[src/rtl/sbus_csr_pkg.sv]
package sbus_csr_pkg;

  typedef enum logic [1:0] {
    RC_DONE = 2'd0,
    RC_TYPE = 2'd1,
    RC_ADDR = 2'd2
  } rcode_e;

  typedef enum logic [3:0] {
    K_HOLE,
    K_NODE,
    K_RSTART,
    K_SPLIT_HI,
    K_SPLIT_LO,
    K_CYCLE,
    K_BUSTIME,
    K_LOCKONLY,
    K_BCAST
  } kind_e;

  // quadlet indices (byte offset / 4); consecutive order matters for walks
  localparam int unsigned QI_NODE     = 32'h002;
  localparam int unsigned QI_RSTART   = 32'h003;
  localparam int unsigned QI_SPLIT_HI = 32'h006;
  localparam int unsigned QI_SPLIT_LO = 32'h007;
  localparam int unsigned QI_CYCLE    = 32'h080;
  localparam int unsigned QI_BUSTIME  = 32'h081;
  localparam int unsigned QI_LOCK0    = 32'h087;
  localparam int unsigned QI_LOCK1    = 32'h088;
  localparam int unsigned QI_LOCK2    = 32'h089;
  localparam int unsigned QI_LOCK3    = 32'h08A;
  localparam int unsigned QI_BCAST    = 32'h08D;

endpackage

[src/rtl/sbus_csr_decode.sv]
module sbus_csr_decode
  import sbus_csr_pkg::*;
#(
  parameter int IDX_W = 11
) (
  input  logic [IDX_W-1:0] qidx,
  output kind_e            kind
);

  localparam logic [IDX_W-1:0] A_NODE   = IDX_W'(QI_NODE);
  localparam logic [IDX_W-1:0] A_RSTART = IDX_W'(QI_RSTART);
  localparam logic [IDX_W-1:0] A_SHI    = IDX_W'(QI_SPLIT_HI);
  localparam logic [IDX_W-1:0] A_SLO    = IDX_W'(QI_SPLIT_LO);
  localparam logic [IDX_W-1:0] A_CYC    = IDX_W'(QI_CYCLE);
  localparam logic [IDX_W-1:0] A_BUS    = IDX_W'(QI_BUSTIME);
  localparam logic [IDX_W-1:0] A_LK0    = IDX_W'(QI_LOCK0);
  localparam logic [IDX_W-1:0] A_LK1    = IDX_W'(QI_LOCK1);
  localparam logic [IDX_W-1:0] A_LK2    = IDX_W'(QI_LOCK2);
  localparam logic [IDX_W-1:0] A_LK3    = IDX_W'(QI_LOCK3);
  localparam logic [IDX_W-1:0] A_BC     = IDX_W'(QI_BCAST);

  always_comb begin
    kind = K_HOLE;
    case (qidx)
      A_NODE:                     kind = K_NODE;
      A_RSTART:                   kind = K_RSTART;
      A_SHI:                      kind = K_SPLIT_HI;
      A_SLO:                      kind = K_SPLIT_LO;
      A_CYC:                      kind = K_CYCLE;
      A_BUS:                      kind = K_BUSTIME;
      A_LK0, A_LK1, A_LK2, A_LK3: kind = K_LOCKONLY;
      A_BC:                       kind = K_BCAST;
      default:                    kind = K_HOLE;
    endcase
  end

endmodule

[src/rtl/sbus_csr_split.sv]
module sbus_csr_split #(
  parameter int HI_BITS = 3,
  parameter int LO_BITS = 13,
  parameter int LO_RST  = 800,
  localparam int CNT_W  = HI_BITS + LO_BITS
) (
  input  logic               clk,
  input  logic               rst,
  input  logic               wr_hi,
  input  logic [HI_BITS-1:0] wd_hi,
  input  logic               wr_lo,
  input  logic [LO_BITS-1:0] wd_lo,
  output logic [HI_BITS-1:0] hi_q,
  output logic [LO_BITS-1:0] lo_q,
  output logic [CNT_W-1:0]   count_q
);

  logic [HI_BITS-1:0] hi_n;
  logic [LO_BITS-1:0] lo_n;

  always_comb begin
    hi_n = wr_hi ? wd_hi : hi_q;
    lo_n = wr_lo ? wd_lo : lo_q;
  end

  always_ff @(posedge clk) begin
    if (rst) begin
      hi_q    <= '0;
      lo_q    <= LO_BITS'(LO_RST);
      count_q <= CNT_W'(LO_RST);
    end else begin
      hi_q    <= hi_n;
      lo_q    <= lo_n;
      count_q <= {hi_n, lo_n};
    end
  end


  hi_keep_chk: assert property (@(posedge clk) disable iff (rst)
    !wr_hi |=> $stable(hi_q));


  lo_keep_chk: assert property (@(posedge clk) disable iff (rst)
    !wr_lo |=> $stable(lo_q));

endmodule

[src/rtl/sbus_csr_timebase.sv]
module sbus_csr_timebase #(
  parameter int CYC_W  = 32,
  parameter int FRAC_W = 7,
  localparam int HI_W  = CYC_W - FRAC_W
) (
  input  logic             clk,
  input  logic             rst,
  input  logic             rd_time,
  input  logic             wr_cycle,
  input  logic [CYC_W-1:0] wd_cycle,
  input  logic             wr_bus,
  input  logic [HI_W-1:0]  wd_bus,
  input  logic [CYC_W-1:0] cycle_count,
  output logic [CYC_W-1:0] cyc_sample,
  output logic [CYC_W-1:0] bus_read
);

  logic [CYC_W-1:0] last_q;
  logic [HI_W-1:0]  bus_hi_q;
  logic [HI_W-1:0]  bus_hi_n;
  logic             wrap;

  always_comb begin
    cyc_sample = cycle_count;
    wrap       = rd_time && (cycle_count < last_q);
    bus_hi_n   = bus_hi_q + HI_W'(wrap);
    bus_read   = {bus_hi_n, cycle_count[CYC_W-1 -: FRAC_W]};
  end

  always_ff @(posedge clk) begin
    if (rst) begin
      last_q   <= '0;
      bus_hi_q <= '0;
    end else begin
      if (wr_cycle)     last_q <= wd_cycle;
      else if (rd_time) last_q <= cycle_count;
      if (wr_bus)       bus_hi_q <= wd_bus;
      else              bus_hi_q <= bus_hi_n;
    end
  end


  wrap_inc_chk: assert property (@(posedge clk) disable iff (rst)
    (rd_time && !wr_bus && (cycle_count < last_q)) |=> (bus_hi_q == $past(bus_hi_q) + 1'b1));


  bus_hold_chk: assert property (@(posedge clk) disable iff (rst)
    (!rd_time && !wr_bus) |=> $stable(bus_hi_q));


  last_load_chk: assert property (@(posedge clk) disable iff (rst)
    wr_cycle |=> (last_q == $past(wd_cycle)));

endmodule

[src/rtl/sbus_csr_bank.sv]
module sbus_csr_bank
  import sbus_csr_pkg::*;
#(
  parameter int          ADDR_W       = 12,
  parameter int          LEN_W        = 8,
  parameter int          MAXQ         = 4,
  parameter logic [9:0]  NODE_BUS_RST = 10'h3FF,
  localparam int         DW           = MAXQ * 32,
  localparam int         IDX_W        = ADDR_W - 1
) (
  input  logic              clk,
  input  logic              rst,
  input  logic              req_valid,
  input  logic              req_write,
  input  logic [ADDR_W-1:0] req_offset,
  input  logic [LEN_W-1:0]  req_len,
  input  logic [DW-1:0]     req_wdata,
  input  logic [31:0]       cycle_count,
  input  logic [5:0]        phys_id,
  output logic              rsp_valid,
  output logic [1:0]        rsp_code,
  output logic [DW-1:0]     rsp_rdata,
  output logic [15:0]       timeout_count,
  output logic [9:0]        node_bus,
  output logic              bcast_valid,
  output logic              cycle_set,
  output logic [31:0]       cycle_set_data
);

  // ---------------- per-slot address decode ----------------
  logic [IDX_W-1:0] qidx [MAXQ];
  kind_e            kind [MAXQ];

  for (genvar k = 0; k < MAXQ; k++) begin : g_slot
    assign qidx[k] = {1'b0, req_offset[ADDR_W-1:2]} + IDX_W'(k);
    sbus_csr_decode #(.IDX_W(IDX_W)) u_dec (
      .qidx (qidx[k]),
      .kind (kind[k])
    );
  end

  // ---------------- walk and error priority ----------------
  logic [LEN_W-1:0] nq;
  logic             fmt_bad;
  logic             stop;
  logic [MAXQ-1:0]  act;
  rcode_e           code_n;

  always_comb begin
    nq      = req_len >> 2;
    fmt_bad = (req_offset[1:0] != 2'b00) || (req_len[1:0] != 2'b00) ||
              (nq == '0) || (nq > LEN_W'(MAXQ));
    stop    = fmt_bad;
    code_n  = fmt_bad ? RC_TYPE : RC_DONE;
    act     = '0;
    for (int k = 0; k < MAXQ; k++) begin
      if (!stop && (LEN_W'(k) < nq)) begin
        if (kind[k] == K_HOLE) begin
          stop   = 1'b1;
          code_n = RC_ADDR;
        end else if (kind[k] == K_LOCKONLY || (kind[k] == K_RSTART && !req_write)) begin
          stop   = 1'b1;
          code_n = RC_TYPE;
        end else begin
          act[k] = 1'b1;
        end
      end
    end
  end

  // ---------------- write steering ----------------
  logic        wr_node, wr_shi, wr_slo, wr_cyc, wr_bus, wr_bc, rd_time;
  logic [9:0]  wd_node;
  logic [2:0]  wd_shi;
  logic [12:0] wd_slo;
  logic [31:0] wd_cyc;
  logic [24:0] wd_bus;
  logic        wd_bc;

  always_comb begin
    wr_node = 1'b0; wr_shi = 1'b0; wr_slo = 1'b0;
    wr_cyc  = 1'b0; wr_bus = 1'b0; wr_bc  = 1'b0; rd_time = 1'b0;
    wd_node = '0; wd_shi = '0; wd_slo = '0; wd_cyc = '0; wd_bus = '0; wd_bc = 1'b0;
    for (int k = 0; k < MAXQ; k++) begin
      if (req_valid && act[k]) begin
        if (req_write) begin
          case (kind[k])
            K_NODE:     begin wr_node = 1'b1; wd_node = req_wdata[k*32+22 +: 10]; end
            K_SPLIT_HI: begin wr_shi  = 1'b1; wd_shi  = req_wdata[k*32 +: 3];     end
            K_SPLIT_LO: begin wr_slo  = 1'b1; wd_slo  = req_wdata[k*32+19 +: 13]; end
            K_CYCLE:    begin wr_cyc  = 1'b1; wd_cyc  = req_wdata[k*32 +: 32];    end
            K_BUSTIME:  begin wr_bus  = 1'b1; wd_bus  = req_wdata[k*32+7 +: 25];  end
            K_BCAST:    begin wr_bc   = 1'b1; wd_bc   = req_wdata[k*32+30];       end
            default:    ;
          endcase
        end else if (kind[k] == K_CYCLE || kind[k] == K_BUSTIME) begin
          rd_time = 1'b1;
        end
      end
    end
  end

  // ---------------- storage ----------------
  logic [2:0]  shi_q;
  logic [12:0] slo_q;
  logic [15:0] tcount_q;
  logic [31:0] cyc_sample, bus_read;
  logic [9:0]  node_bus_q;
  logic        bc_q;

  sbus_csr_split #(.HI_BITS(3), .LO_BITS(13), .LO_RST(800)) u_split (
    .clk     (clk),
    .rst     (rst),
    .wr_hi   (wr_shi),
    .wd_hi   (wd_shi),
    .wr_lo   (wr_slo),
    .wd_lo   (wd_slo),
    .hi_q    (shi_q),
    .lo_q    (slo_q),
    .count_q (tcount_q)
  );

  sbus_csr_timebase #(.CYC_W(32), .FRAC_W(7)) u_time (
    .clk         (clk),
    .rst         (rst),
    .rd_time     (rd_time),
    .wr_cycle    (wr_cyc),
    .wd_cycle    (wd_cyc),
    .wr_bus      (wr_bus),
    .wd_bus      (wd_bus),
    .cycle_count (cycle_count),
    .cyc_sample  (cyc_sample),
    .bus_read    (bus_read)
  );

  always_ff @(posedge clk) begin
    if (rst) begin
      node_bus_q <= NODE_BUS_RST;
      bc_q       <= 1'b0;
    end else begin
      if (wr_node) node_bus_q <= wd_node;
      if (wr_bc)   bc_q       <= wd_bc;
    end
  end

  // ---------------- read data ----------------
  logic [DW-1:0] rdata_n;

  always_comb begin
    rdata_n = '0;
    for (int k = 0; k < MAXQ; k++) begin
      if (act[k] && !req_write) begin
        case (kind[k])
          K_NODE:     rdata_n[k*32 +: 32] = {node_bus_q, phys_id, 16'h0000};
          K_SPLIT_HI: rdata_n[k*32 +: 32] = {29'd0, shi_q};
          K_SPLIT_LO: rdata_n[k*32 +: 32] = {slo_q, 19'd0};
          K_CYCLE:    rdata_n[k*32 +: 32] = cyc_sample;
          K_BUSTIME:  rdata_n[k*32 +: 32] = bus_read;
          K_BCAST:    rdata_n[k*32 +: 32] = {1'b1, bc_q, 25'd0, 5'h1F};
          default:    rdata_n[k*32 +: 32] = '0;
        endcase
      end
    end
  end

  // ---------------- registered response ----------------
  logic          rsp_valid_q, cyc_set_q;
  logic [1:0]    rsp_code_q;
  logic [DW-1:0] rsp_rdata_q;
  logic [31:0]   cyc_set_data_q;

  always_ff @(posedge clk) begin
    if (rst) begin
      rsp_valid_q    <= 1'b0;
      rsp_code_q     <= RC_DONE;
      rsp_rdata_q    <= '0;
      cyc_set_q      <= 1'b0;
      cyc_set_data_q <= '0;
    end else begin
      rsp_valid_q <= req_valid;
      cyc_set_q   <= wr_cyc;
      if (wr_cyc) cyc_set_data_q <= wd_cyc;
      if (req_valid) begin
        rsp_code_q  <= code_n;
        rsp_rdata_q <= rdata_n;
      end
    end
  end

  assign rsp_valid      = rsp_valid_q;
  assign rsp_code       = rsp_code_q;
  assign rsp_rdata      = rsp_rdata_q;
  assign timeout_count  = tcount_q;
  assign node_bus       = node_bus_q;
  assign bcast_valid    = bc_q;
  assign cycle_set      = cyc_set_q;
  assign cycle_set_data = cyc_set_data_q;


  rsp_pulse_chk: assert property (@(posedge clk) disable iff (rst)
    req_valid |=> rsp_valid);


  rsp_quiet_chk: assert property (@(posedge clk) disable iff (rst)
    !req_valid |=> !rsp_valid);


  misalign_type_chk: assert property (@(posedge clk) disable iff (rst)
    (req_valid && req_offset[1:0] != 2'b00) |=> (rsp_code == RC_TYPE));


  bcast_hold_chk: assert property (@(posedge clk) disable iff (rst)
    !(req_valid && req_write) |=> $stable(bcast_valid));


  node_hold_chk: assert property (@(posedge clk) disable iff (rst)
    !(req_valid && req_write) |=> $stable(node_bus));


  cycle_set_chk: assert property (@(posedge clk) disable iff (rst)
    cycle_set |-> $past(req_valid && req_write));

endmodule

[config.mk]
export PLATFORM = sky130hd
export DESIGN_NAME = sbus_csr_bank
export DESIGN_NICKNAME = d
export VERILOG_FILES = /design/src/rtl/sbus_csr_pkg.sv /design/src/rtl/sbus_csr_decode.sv /design/src/rtl/sbus_csr_split.sv /design/src/rtl/sbus_csr_timebase.sv /design/src/rtl/sbus_csr_bank.sv
export SDC_FILE = /design/constraint.sdc
export NUM_CORES = 1
export LEC_CHECK = 0
export BUFFER_PORTS_ARGS = -buffer_cell sky130_fd_sc_hd__buf_2
export CAP_MARGIN = 20
export CORE_ASPECT_RATIO = 1.25
export CORE_MARGIN = 10
export CORE_UTILIZATION = 55
export CTS_BUF_LIST = sky130_fd_sc_hd__clkbuf_4 sky130_fd_sc_hd__clkbuf_8
export DETAILED_ROUTE_END_ITERATION = 7
export PLACE_DENSITY = 0.86
export REMOVE_ABC_BUFFERS = 1
export SYNTH_ARGS = -nofsm -noshare
export SYNTH_HDL_FRONTEND = slang
export SYNTH_SLANG_ARGS = --single-unit
[constraint.sdc]
create_clock -name clk -period 7.86 [get_ports clk]
set_input_delay 0.786 -clock clk [delete_from_list [all_inputs] [get_ports clk]]
set_output_delay 0.786 -clock clk [all_outputs]
set_load 0.02 [all_outputs]
==> results of run 1 <==
[final timing paths]
check | cells after the start | slack (ns) | start | endpoint
min | 2 | 0.45 | rsp_rdata[33] | rsp_rdata[33]
max reg2reg | 15 | 3.50 | u_time.last_q[1] | rsp_rdata[59]
min reg2reg | 2 | 0.45 | rsp_rdata[33] | rsp_rdata[33]
max | 17 | 2.38 | req_offset[4] | rsp_rdata[59]
[report_power, final]
group	switching, mW	internal (mW)
clock	0.515	0.647
combinational	0.103	0.0537
sequential	0.000351	1.26
[area by class of cell]
type                            count  area, um2
Antenna cell                        6       15.0
Clock buffer                       60        757
Clock inverter                      7       71.3
Fill cell                        1666       6610
Inverter                           47        176
Multi-Input combinational cell    987       6330
Sequential cell                   248       4960
Tap cell                          274        343
Timing Repair Buffer              328       1700
[through the flow]
step / hold WS, ns / cell area (um2)
4_1_cts: 0.450 / 14300
5_1_grt: 0.463 / 14300
2_1_floorplan: 0.524 / 11400
6_report: 0.449 / 14400
3_5_place_dp: 0.437 / 13500
3_3_place_gp: 0.432 / 13500
[kinds of logic after synthesis]
family	count (synthesis)
mux	59
compound gates	370
buf+inv	145
simple gates	494
flops	248
xor+xnor	28
fa+ha+maj	36
[registers in the layout, summed over array words and instances (netlist names)]
signal / count
rsp_code: 2
u_time.bus_hi_q: 25
rsp_rdata: 128
rsp_valid: 1
u_split.count_q: 16
bcast_valid: 1
cycle_set: 1
node_bus: 10
u_time.last_q: 32
cycle_set_data: 32
[cells in the final DEF (no fill, tap or decap), drive strengths merged, types with 7 or more instances in the layout]
cell	count
xnor2	11
nor3	15
clkbuf	60
nand2	198
a22o	14
nor2b	8
a22oi	49
a221oi	7
a21oi	110
dfxtp	248
nand4	17
ha	36
and2	72
and3	10
xor2	17
mux2	10
a221o	14
inv	47
nand3b	9
or3	9
buf	328
a21o	16
o21ai	45
nand3	19
a211oi	37
a21boi	19
nor2	102
a222oi	22
mux2i	49
[metal layers]
| layer | global-route usage (%) | part of all wire, % | vias up |
|---|---|---|---|
| li1 | - | - | 5491 |
| met1 | 33.0 | 37 | 5561 |
| met2 | 48.1 | 48 | 734 |
| met3 | 6.75 | 10 | 163 |
| met4 | 15.5 | 4.8 | 0 |
| met5 | 0 | 0 | - |
[critical path: cells and delay by family]
family | cells | cell delay [ns]
AO/OA/AOI/OAI | 7 | 2.15
AND/OR/NAND/NOR | 5 | 1.19
adder cells (fa/ha/maj) | 2 | 0.85
buffers and inverters | 2 | 0.70
XOR/XNOR | 1 | 0.18
==> flow_metrics.env, run 1 <==
export IMPL_hold_buffers=0
export IMPL_synth_top_family_by_area="compound AO/OA/AOI/OAI gates"
export IMPL_dr_total_vias=11900
export IMPL_synthDistinctLibCells=70
export IMPL_fp_dieW_um=151
export IMPL_synth_area_leaders="dfxtp_1 42%, nand2_1 6.3%, a21oi_1 4.7%"
export IMPL_rsz0062_at_grt="false"
export IMPL_ios=381
export IMPL_io_buffers=309
export IMPL_grt_pass1_vias=11700
export IMPL_slew_viol_final=0
export IMPL_fin_cells=1957
export IMPL_drtPass1Iterations=6
export IMPL_syn_area_per_cell_um2=8.55
export IMPL_synth_compound_area_share_pct=21.8
export IMPL_grt_overflow_total=0
export IMPL_ys_seq_elements=248
export IMPL_yosysTopAreaCellShare_pct=42.1
export IMPL_htreeDepth=2
export IMPL_fmax_ghz=0.182
export IMPL_synthXorXnorAreaFrac_pct=2.08
export IMPL_drt_iter0_drc=1089
export IMPL_initial_utilization_pct=56.3
export IMPL_required_ns=8.26
export IMPL_fin_crit_ns=5.48
export IMPL_synth_largest_area_cell="dfxtp_1"
export IMPL_avgRoutedWirePerCell_um=21.6
export IMPL_critPathSlowestCell="a2111oi_4"
export IMPL_relSlewSlack_pct=18.6
export IMPL_post_dp_hpwl_mm=28.8
export IMPL_vias_per_cell=6.11
export IMPL_antenna_left=0
export IMPL_synth_most_common_cell="dfxtp_1"
export IMPL_hold_path_class="reg -> reg"
export IMPL_synth_seq_area_share_pct=42.1
export IMPL_setup_viol=0
export IMPL_place_worst_setup_slack_ns=1.94
export IMPL_die_area_mm2=0.0278
export IMPL_hold_violations=0
export IMPL_cts_resized=0
export IMPL_cap_violations=0
export IMPL_leakage_nw=6.31
export IMPL_cts_max_path_buffers=3
export IMPL_syn_inst=1380
export IMPL_antenna_found_initial=5
export IMPL_fin_util_pct=68.5
export IMPL_chipHeight_um=184
export IMPL_drive_gt1_share_pct=25.5
export IMPL_async_flop_share_pct=0
export IMPL_timing_setup_tns_ns=0
export IMPL_synthMuxAreaShare_pct=5.11
export IMPL_synthAdderAreaFrac_pct=3.82
export IMPL_syn_cell_area_mm2=0.0118
export IMPL_grt_pass1_wl_mm=63.9
export IMPL_post_cts_setup_buffer_count=0
export IMPL_fin_skew_ns=0.0366
export IMPL_cts_root_buf="clkbuf_8"
export IMPL_crit_arrival_ns=5.89
export IMPL_cts_made_buffers=39
export IMPL_ir_worst_vdd_mv=0.140
export IMPL_cp_start_kind="input pin"
export IMPL_clk_insertion_delay_late_ns=0.56
export IMPL_place_gp_congestion=0.887
export IMPL_p_per_area_mw_per_mm2=180
export IMPL_cts_clk_slew_worst_paths_ns=0.06
export IMPL_yosysWarnings=0
export IMPL_fin_nets=1877
export IMPL_dp_cells=1883
export IMPL_remaining_drc_errors=0
export IMPL_worstPathCellList="buf_2 -> ha_1 -> and4b_1 -> o2111ai_1 -> a2111oi_4 -> nor2_1 -> nor3b_2 -> buf_4 -> o21ai_1 -> a211oi_1 -> ha_1 -> nand3_1 -> nor3_1 -> xor2_1 -> a222oi_1 -> a21boi_0 -> o21ai_1"
export IMPL_synth_edf_count=0
export IMPL_synth_common_cells="248 x dfxtp_1, 198 x nand2_1, 110 x a21oi_1, 102 x nor2_1, 72 x and2_1"
export IMPL_cts_tree="done"
export IMPL_synthFlopType="dfxtp_1"
export IMPL_setup_worst_path_class="in -> reg"
export IMPL_end_kind="flip-flop"
export IMPL_grt_max_degree=83
export IMPL_clock_sinks=248
export IMPL_slowest_delay_ns=0.60
export IMPL_num_rows=59
export IMPL_min_period_over_period_pct=69.8
export IMPL_wl_mm=42.2
export IMPL_setup_ws_ns=2.38
export IMPL_run_status="finished, final reports clean"
export IMPL_crit_fanout=27
export IMPL_p_total_mw=2.58
export IMPL_area_delta_synth_final_pct=21.6
export IMPL_synth_simple_gate_area_share_pct=20.1
export IMPL_core_mm2=0.0210
export IMPL_grt_usage_pct=28.7
export IMPL_tightest_slew_ns=1.22
(Power assumes the default switching activity.)
==> run 2, diff against run 1 <==
CORE_UTILIZATION = 53   (was 55)
PLACE_DENSITY = 0.83   (was 0.86)
clock period = 5.4 ns   (was 7.86 ns; I/O delays follow)
==> flow_metrics.env, run 2 (synthesis gave the netlist of run 1 again) <==
export IMPL_run_status="finished, final reports clean"
export IMPL_swShare_pct=23.6
export IMPL_cts_clk_slew_worst_paths_ns=0.07
export IMPL_p_per_area_mw_per_mm2=259
export IMPL_layout_commonest_cell="buf_2"
export IMPL_antenna_found_initial=5
export IMPL_wl_mm=41.7
export IMPL_fin_cells=1975
export IMPL_grt_max_degree=97
export IMPL_vias_per_cell=6.01
export IMPL_hold_path_startpoint="req_wdata[3]"
export IMPL_grt_pass1_vias=11700
export IMPL_crit_arrival_ns=4.88
export IMPL_relSlewSlack_pct=22.3
export IMPL_area_delta_synth_final_pct=22.2
export IMPL_cts_resized=0
export IMPL_cts_made_buffers=42
export IMPL_setup_worst_path_class="in -> reg"
export IMPL_use_met2_pct=44.8
export IMPL_whs_ns=0.254
export IMPL_grt_overflow_total=0
export IMPL_dp_cells=1903
export IMPL_crit_fanout=24
export IMPL_grt_util_met3_pct=6.10
export IMPL_remaining_drc_errors=0
export IMPL_dr_total_vias=11900
export IMPL_hold_buffers=0
export IMPL_rrSetupSlack_ns=1.45
export IMPL_p_seq_share_pct=49.0
export IMPL_drt_iter0_drc=1085
export IMPL_core_mm2=0.0221
export IMPL_drtPass1Iterations=8
export IMPL_setup_viol=0
export IMPL_timing_rr_end="rsp_rdata[59]"
export IMPL_final_cell_mix="308 x buf_2, 248 x dfxtp_1, 198 x nand2_1, 109 x a21oi_1, 99 x nor2_1"
export IMPL_antenna_left=0
export IMPL_grtUsageMet1_pct=32.5
export IMPL_place_gp_congestion=0.873
export IMPL_place_worst_setup_slack_ns=0.397
export IMPL_critPathSlowestCell="a2111oi_4"
export IMPL_p_int_mw=2.86
export IMPL_hold_path_class="in -> reg"
export IMPL_rr_startpoint="u_time.last_q[17]"
export IMPL_fmax_ghz=0.223
export IMPL_num_rows=61
export IMPL_die_area_mm2=0.0287
export IMPL_avgRoutedWirePerCell_um=21.1
export IMPL_min_period_over_period_pct=83.2
export IMPL_leakage_nw=6.36
export IMPL_clock_sinks=248
export IMPL_ios=381
export IMPL_hold_path_end="cycle_set_data[3]"
export IMPL_hold_depth=3
export IMPL_io_buffers=309
export IMPL_cts_root_buf="clkbuf_8"
export IMPL_tightest_slew_ns=1.17
export IMPL_worstPathCellList="buf_2 -> ha_1 -> and4b_1 -> o2111ai_1 -> a2111oi_4 -> nor2_1 -> nor3b_2 -> o21ai_1 -> a211oi_1 -> buf_4 -> ha_1 -> nand3_1 -> nor3_1 -> xor2_1 -> a222oi_1 -> a21boi_0 -> o21ai_1"
export IMPL_cts_tree="done"
export IMPL_initial_utilization_pct=53.5
export IMPL_htreeDepth=2
export IMPL_fin_skew_ns=0.0267
export IMPL_clk_insertion_delay_late_ns=0.56
export IMPL_chipHeight_um=187
export IMPL_cp_start_kind="input pin"
export IMPL_reg2reg_depth=17
export IMPL_post_cts_setup_buffer_count=0
export IMPL_fin_crit_ns=4.49
export IMPL_clkPwrFrac_pct=44.9
export IMPL_p_switching_uw=884
export IMPL_grt_pass1_wl_mm=64.3
export IMPL_pwr_share_comb_pct=6.1
export IMPL_slowest_delay_ns=0.59
export IMPL_fin_nets=1891
export IMPL_drive_gt1_share_pct=25.9
export IMPL_fin_util_pct=65.4
export IMPL_cts_max_path_buffers=3
export IMPL_slew_viol_final=0
export IMPL_hold_violations=0
export IMPL_gr_max_usage_layer="met2"
export IMPL_required_ns=5.79
export IMPL_end_kind="flip-flop"
export IMPL_cap_violations=0
export IMPL_ir_worst_vdd_mv=0.201
export IMPL_rsz0062_at_grt="false"
export IMPL_largest_register_ffs=128
export IMPL_post_dp_hpwl_mm=29.0
export IMPL_grt_usage_pct=27.2
export IMPL_setup_ws_ns=0.910
export IMPL_fp_dieW_um=153
[run 2: cell types whose count changed in the layout (fill, tap and decap cells not counted)]
cell	change
buf_4	+11
buf_6	-1
clkbuf_4	+2
clkinv_2	-4
clkinv_8	-1
clkinvlp_4	+1
inv_6	+1
[run 2: area by class of cell]
type / instances / area, um2
sequential: 248 / 4960
antenna: 6 / 15.0
fill: 1841 / 7630
clock inverter: 4 / 51.3
tap: 283 / 354
clock buffer: 61 / 764
multi-input combinational: 987 / 6330
timing repair buffer: 339 / 1770
inverter: 47 / 176
[run 2: power by group through the flow]
stage                     Sequential, mW  Combinational, mW  Clock, mW
after floorplan                     1.87             0.0830          0
after global placement              1.87              0.219          0
after detailed placement            1.87              0.224          0
after CTS                           1.83              0.225       1.70
after global routing                1.83              0.250       1.78
final                               1.83              0.228       1.68
[run 2: worst max-delay path by stage]
| stage | from | end | slack [ns] |
|---|---|---|---|
| floorplan | req_offset[7] | u_time.last_q[0] | -1.63 |
| detailed placement | req_offset[3] | rsp_rdata[57] | 0.40 |
| finish | req_offset[3] | rsp_rdata[59] | 0.91 |
| global route | req_offset[3] | rsp_rdata[59] | 0.63 |
| global placement | req_offset[3] | rsp_rdata[59] | 0.46 |
| CTS | req_offset[3] | rsp_rdata[57] | 0.94 |
[run 2: worst max-delay path, delay by kind of cell]
| kind | cells | cell delay (ns) |
|---|---|---|
| compound gates | 7 | 1.93 |
| buf+inv | 2 | 0.52 |
| fa+ha+maj | 2 | 0.53 |
| xor+xnor | 1 | 0.15 |
| simple gates | 5 | 1.19 |
[run 2: stage by stage]
step                instance area, um2  total power [mW]  setup TNS (ns)
global placement                 13600              2.09               0
detailed placement               13600              2.10               0
global route                     14400              3.86               0
CTS                              14400              3.76               0
floorplan                        11400              1.96         -100.49
finish                           14400              3.74               0
[run 2: metal layers]
| metal | vias to the layer above | part of all wire [%] |
|---|---|---|
| li1 | 5508 | - |
| met1 | 5601 | 39 |
| met2 | 626 | 47 |
| met3 | 135 | 8.9 |
| met4 | 0 | 4.7 |
| met5 | - | 0 |
==> run 3, diff against run 2 <==
ABC_AREA = 1   (was default)
CORE_UTILIZATION = 49   (was 53)
PLACE_DENSITY = 0.79   (was 0.83)
clock period = 3.9 ns   (was 5.4 ns; I/O delays follow)
==> flow_metrics.env, run 3 <==
export IMPL_crit_end="rsp_rdata[60]"
export IMPL_pwr_share_comb_pct=7.1
export IMPL_tightest_slew_ns=0.986
export IMPL_worstPathCellList="inv_1 -> ha_1 -> nand2_1 -> nor2_1 -> nand4_1 -> nor4_1 -> buf_4 -> o21ai_1 -> buf_4 -> nand3_2 -> nor2_4 -> ha_2 -> nand3_2 -> nor2_4 -> buf_4 -> nand4_1 -> xor2_1 -> buf_4 -> o2bb2ai_1 -> o21ai_1 -> buf_4 -> a21oi_1"
export IMPL_setup_viol=0
export IMPL_cp_startpoint="u_time.last_q[31]"
export IMPL_fin_util_pct=63.3
export IMPL_htreeDepth=2
export IMPL_min_period_over_period_pct=95.0
export IMPL_syn_area_per_cell_um2=6.84
export IMPL_fp_dieW_um=165
export IMPL_cp_start_kind="flip-flop"
export IMPL_grt_util_met3_pct=8.03
export IMPL_timing_rr_end="rsp_rdata[60]"
export IMPL_drtPass1Iterations=7
export IMPL_async_flop_share_pct=0
export IMPL_drive_gt1_share_pct=26.1
export IMPL_cts_tree="done"
export IMPL_dp_cells=2558
export IMPL_synth_most_common_cell="nand2_1"
export IMPL_wl_mm=50.2
export IMPL_chipHeight_um=201
export IMPL_crit_fanout=3
export IMPL_hold_path_class="in -> reg"
export IMPL_run_status="finished, final reports clean"
export IMPL_post_dp_hpwl_mm=36.3
export IMPL_clkPwrFrac_pct=46.5
export IMPL_synth_area_leaders="dfxtp_1 39%, nand2_1 16%, nor2_1 6.6%"
export IMPL_synthFlopType="dfxtp_1"
export IMPL_remaining_drc_errors=0
export IMPL_p_seq_share_pct=46.4
export IMPL_clock_sinks=248
export IMPL_rr_startpoint="u_time.last_q[31]"
export IMPL_cts_root_buf="clkbuf_8"
export IMPL_place_gp_congestion=0.974
export IMPL_avgRoutedWirePerCell_um=19.1
export IMPL_path_common_cell="buf_4"
export IMPL_synth_largest_area_cell="dfxtp_1"
export IMPL_ys_seq_elements=248
export IMPL_ff_latch_area_mm2=0.00497
export IMPL_p_total_mw=5.46
export IMPL_yosysWarnings=0
export IMPL_reg2reg_depth=22
export IMPL_slew_viol_final=0
export IMPL_grt_overflow_total=0
export IMPL_cts_clk_slew_worst_paths_ns=0.06
export IMPL_largest_register_ffs=128
export IMPL_initial_utilization_pct=49.6
export IMPL_post_cts_setup_buffer_count=0
export IMPL_num_rows=66
export IMPL_grt_usage_pct=28.7
export IMPL_vias_per_cell=5.57
export IMPL_yosysTopAreaCellShare_pct=38.6
export IMPL_p_switching_mw=1.36
export IMPL_syn_inst=1883
export IMPL_grtUsageMet1_pct=32.2
export IMPL_slowest_delay_ns=0.35
export IMPL_grt_pass1_wl_mm=76.3
export IMPL_crit_arrival_ns=4.12
export IMPL_cts_made_buffers=40
export IMPL_use_met2_pct=47.0
export IMPL_path_delay_family="simple AND/OR/NAND/NOR gates"
export IMPL_drt_iter0_drc=1537
export IMPL_relSlewSlack_pct=34.2
export IMPL_fin_cells=2631
export IMPL_syn_cell_area_mm2=0.0129
export IMPL_required_ns=4.32
export IMPL_core_mm2=0.0259
export IMPL_final_cell_mix="540 x nand2_1, 308 x buf_2, 247 x dfxtp_1, 219 x nor2_1, 155 x a21oi_1"
export IMPL_swShare_pct=24.9
export IMPL_gr_max_usage_layer="met2"
export IMPL_multi_input_area_mm2=0.00706
export IMPL_worstSetupPathDepth=22
export IMPL_synth_common_cells="541 x nand2_1, 248 x dfxtp_1, 225 x nor2_1, 160 x a21oi_1, 135 x inv_1"
export IMPL_num_fill_cells=2396
export IMPL_area_delta_synth_final_pct=27.6
export IMPL_fin_nets=2485
export IMPL_worst_path_buf_inv=6
export IMPL_fin_crit_ns=3.70
export IMPL_ios=381
export IMPL_dr_total_vias=14700
export IMPL_fmax_ghz=0.270
export IMPL_synth_seq_area_share_pct=38.6
export IMPL_antenna_left=0
export IMPL_io_buffers=309
export IMPL_p_per_area_mw_per_mm2=333
export IMPL_rrSetupSlack_ns=0.20
export IMPL_synth_edf_count=0
export IMPL_timing_setup_tns_ns=0
export IMPL_setup_worst_path_class="reg -> reg"
export IMPL_hold_violations=0
export IMPL_hold_buffers=0
export IMPL_grt_max_degree=87
export IMPL_clk_insertion_delay_late_ns=0.57
export IMPL_leakage_nw=7.65
export IMPL_end_kind="flip-flop"
export IMPL_critPathSlowestCell="o21ai_1"
export IMPL_cap_violations=0
export IMPL_layout_commonest_cell="nand2_1"
export IMPL_grt_pass1_vias=14400
export IMPL_cts_max_path_buffers=3
export IMPL_antenna_found_initial=8
export IMPL_synthDistinctLibCells=54
export IMPL_die_area_mm2=0.0332
export IMPL_ir_worst_vdd_mv=0.243
export IMPL_fin_skew_ns=0.0116
export IMPL_p_int_mw=4.10
## run 3: changes by cell type after synthesis, sizes merged, moves of 27 or more
cell | previous run | this run
a211oi | 37 | 2
a21oi | 110 | 160
a22oi | 49 | 2
and2 | 72 | 3
inv | 47 | 143
mux2i | 49 | 0
nand2 | 198 | 553
nand3 | 19 | 117
nand4 | 17 | 54
nor2 | 102 | 244
o22ai | 2 | 29
## run 3: worst min path at each step
stage / startpoint / to / cells after the start / slack, ns
floorplan: rst / bcast_valid / 1 / 0.46
CTS: req_wdata[2] / u_split.count_q[15] / 3 / 0.06
global route: req_wdata[1] / u_split.count_q[14] / 3 / 0.11
global placement: rsp_rdata[113] / rsp_rdata[113] / 2 / 0.42
detailed placement: rsp_rdata[110] / rsp_rdata[110] / 2 / 0.42
finish: req_wdata[2] / u_split.count_q[15] / 3 / 0.08
## run 3: per-layer routing
metal | part of all wire [%] | routed length (um)
met3 | 11 | 5470
met5 | 0.082 | 41
met2 | 46 | 23200
met4 | 6.3 | 3180
met1 | 37 | 18400
## run 3: logic make-up after synthesis
group           share of synthesized area, %
fa+ha+maj                               3.50
buf+inv                                 7.93
flops                                   38.6
xor+xnor                                1.63
compound gates                          14.6
simple gates                            33.7
## run 3: worst register-to-register path, stage by stage (launching register included)
cell and delay (ns):
dfxtp_1 0.33, inv_1 0.05, ha_1 0.29, nand2_1 0.07
nor2_1 0.30, nand4_1 0.24, nor4_1 0.23, buf_4 0.16
o21ai_1 0.06, buf_4 0.15, nand3_2 0.09, nor2_4 0.05
ha_2 0.19, nand3_2 0.09, nor2_4 0.04, buf_4 0.13
nand4_1 0.11, xor2_1 0.16, buf_4 0.15, o2bb2ai_1 0.06
o21ai_1 0.35, buf_4 0.18, a21oi_1 0.05
## run 3: stage by stage
step / hold WS (ns) / setup WS, ns / instance area (um2)
CTS: 0.0646 / 0.0153 / 16300
floorplan: 0.459 / -0.385 / 12400
global route: 0.114 / -0.0444 / 16400
finish: 0.0807 / 0.196 / 16400
detailed placement: 0.425 / -0.363 / 15400
global placement: 0.422 / -0.368 / 15400
## run 3: repair_timing
item | 4_1_cts | 5_1_grt
pin swaps | 7 | 18
resized for setup | 6 | 33
setup endpoints to repair | 28 | 36
## run 3: power by group through the flow
stage	clock, mW	combinational, mW	sequential (mW)
final	2.54	0.388	2.53
after global routing	2.66	0.425	2.53
after CTS	2.56	0.374	2.53
after detailed placement	0	0.372	2.59
after global placement	0	0.365	2.59
after floorplan	0	0.138	2.59
## run 3: area by class of cell
type                    count  share of cell area, %
multi-input cells        1385                   43.0
flip-flops and latches    248                   30.2
repair buffers            437                   15.4
clock buffers              54                   4.18
inverters                 147                   3.37
well taps                 340                   2.59
clock inverters            14                   1.18
diodes                      6                 0.0914
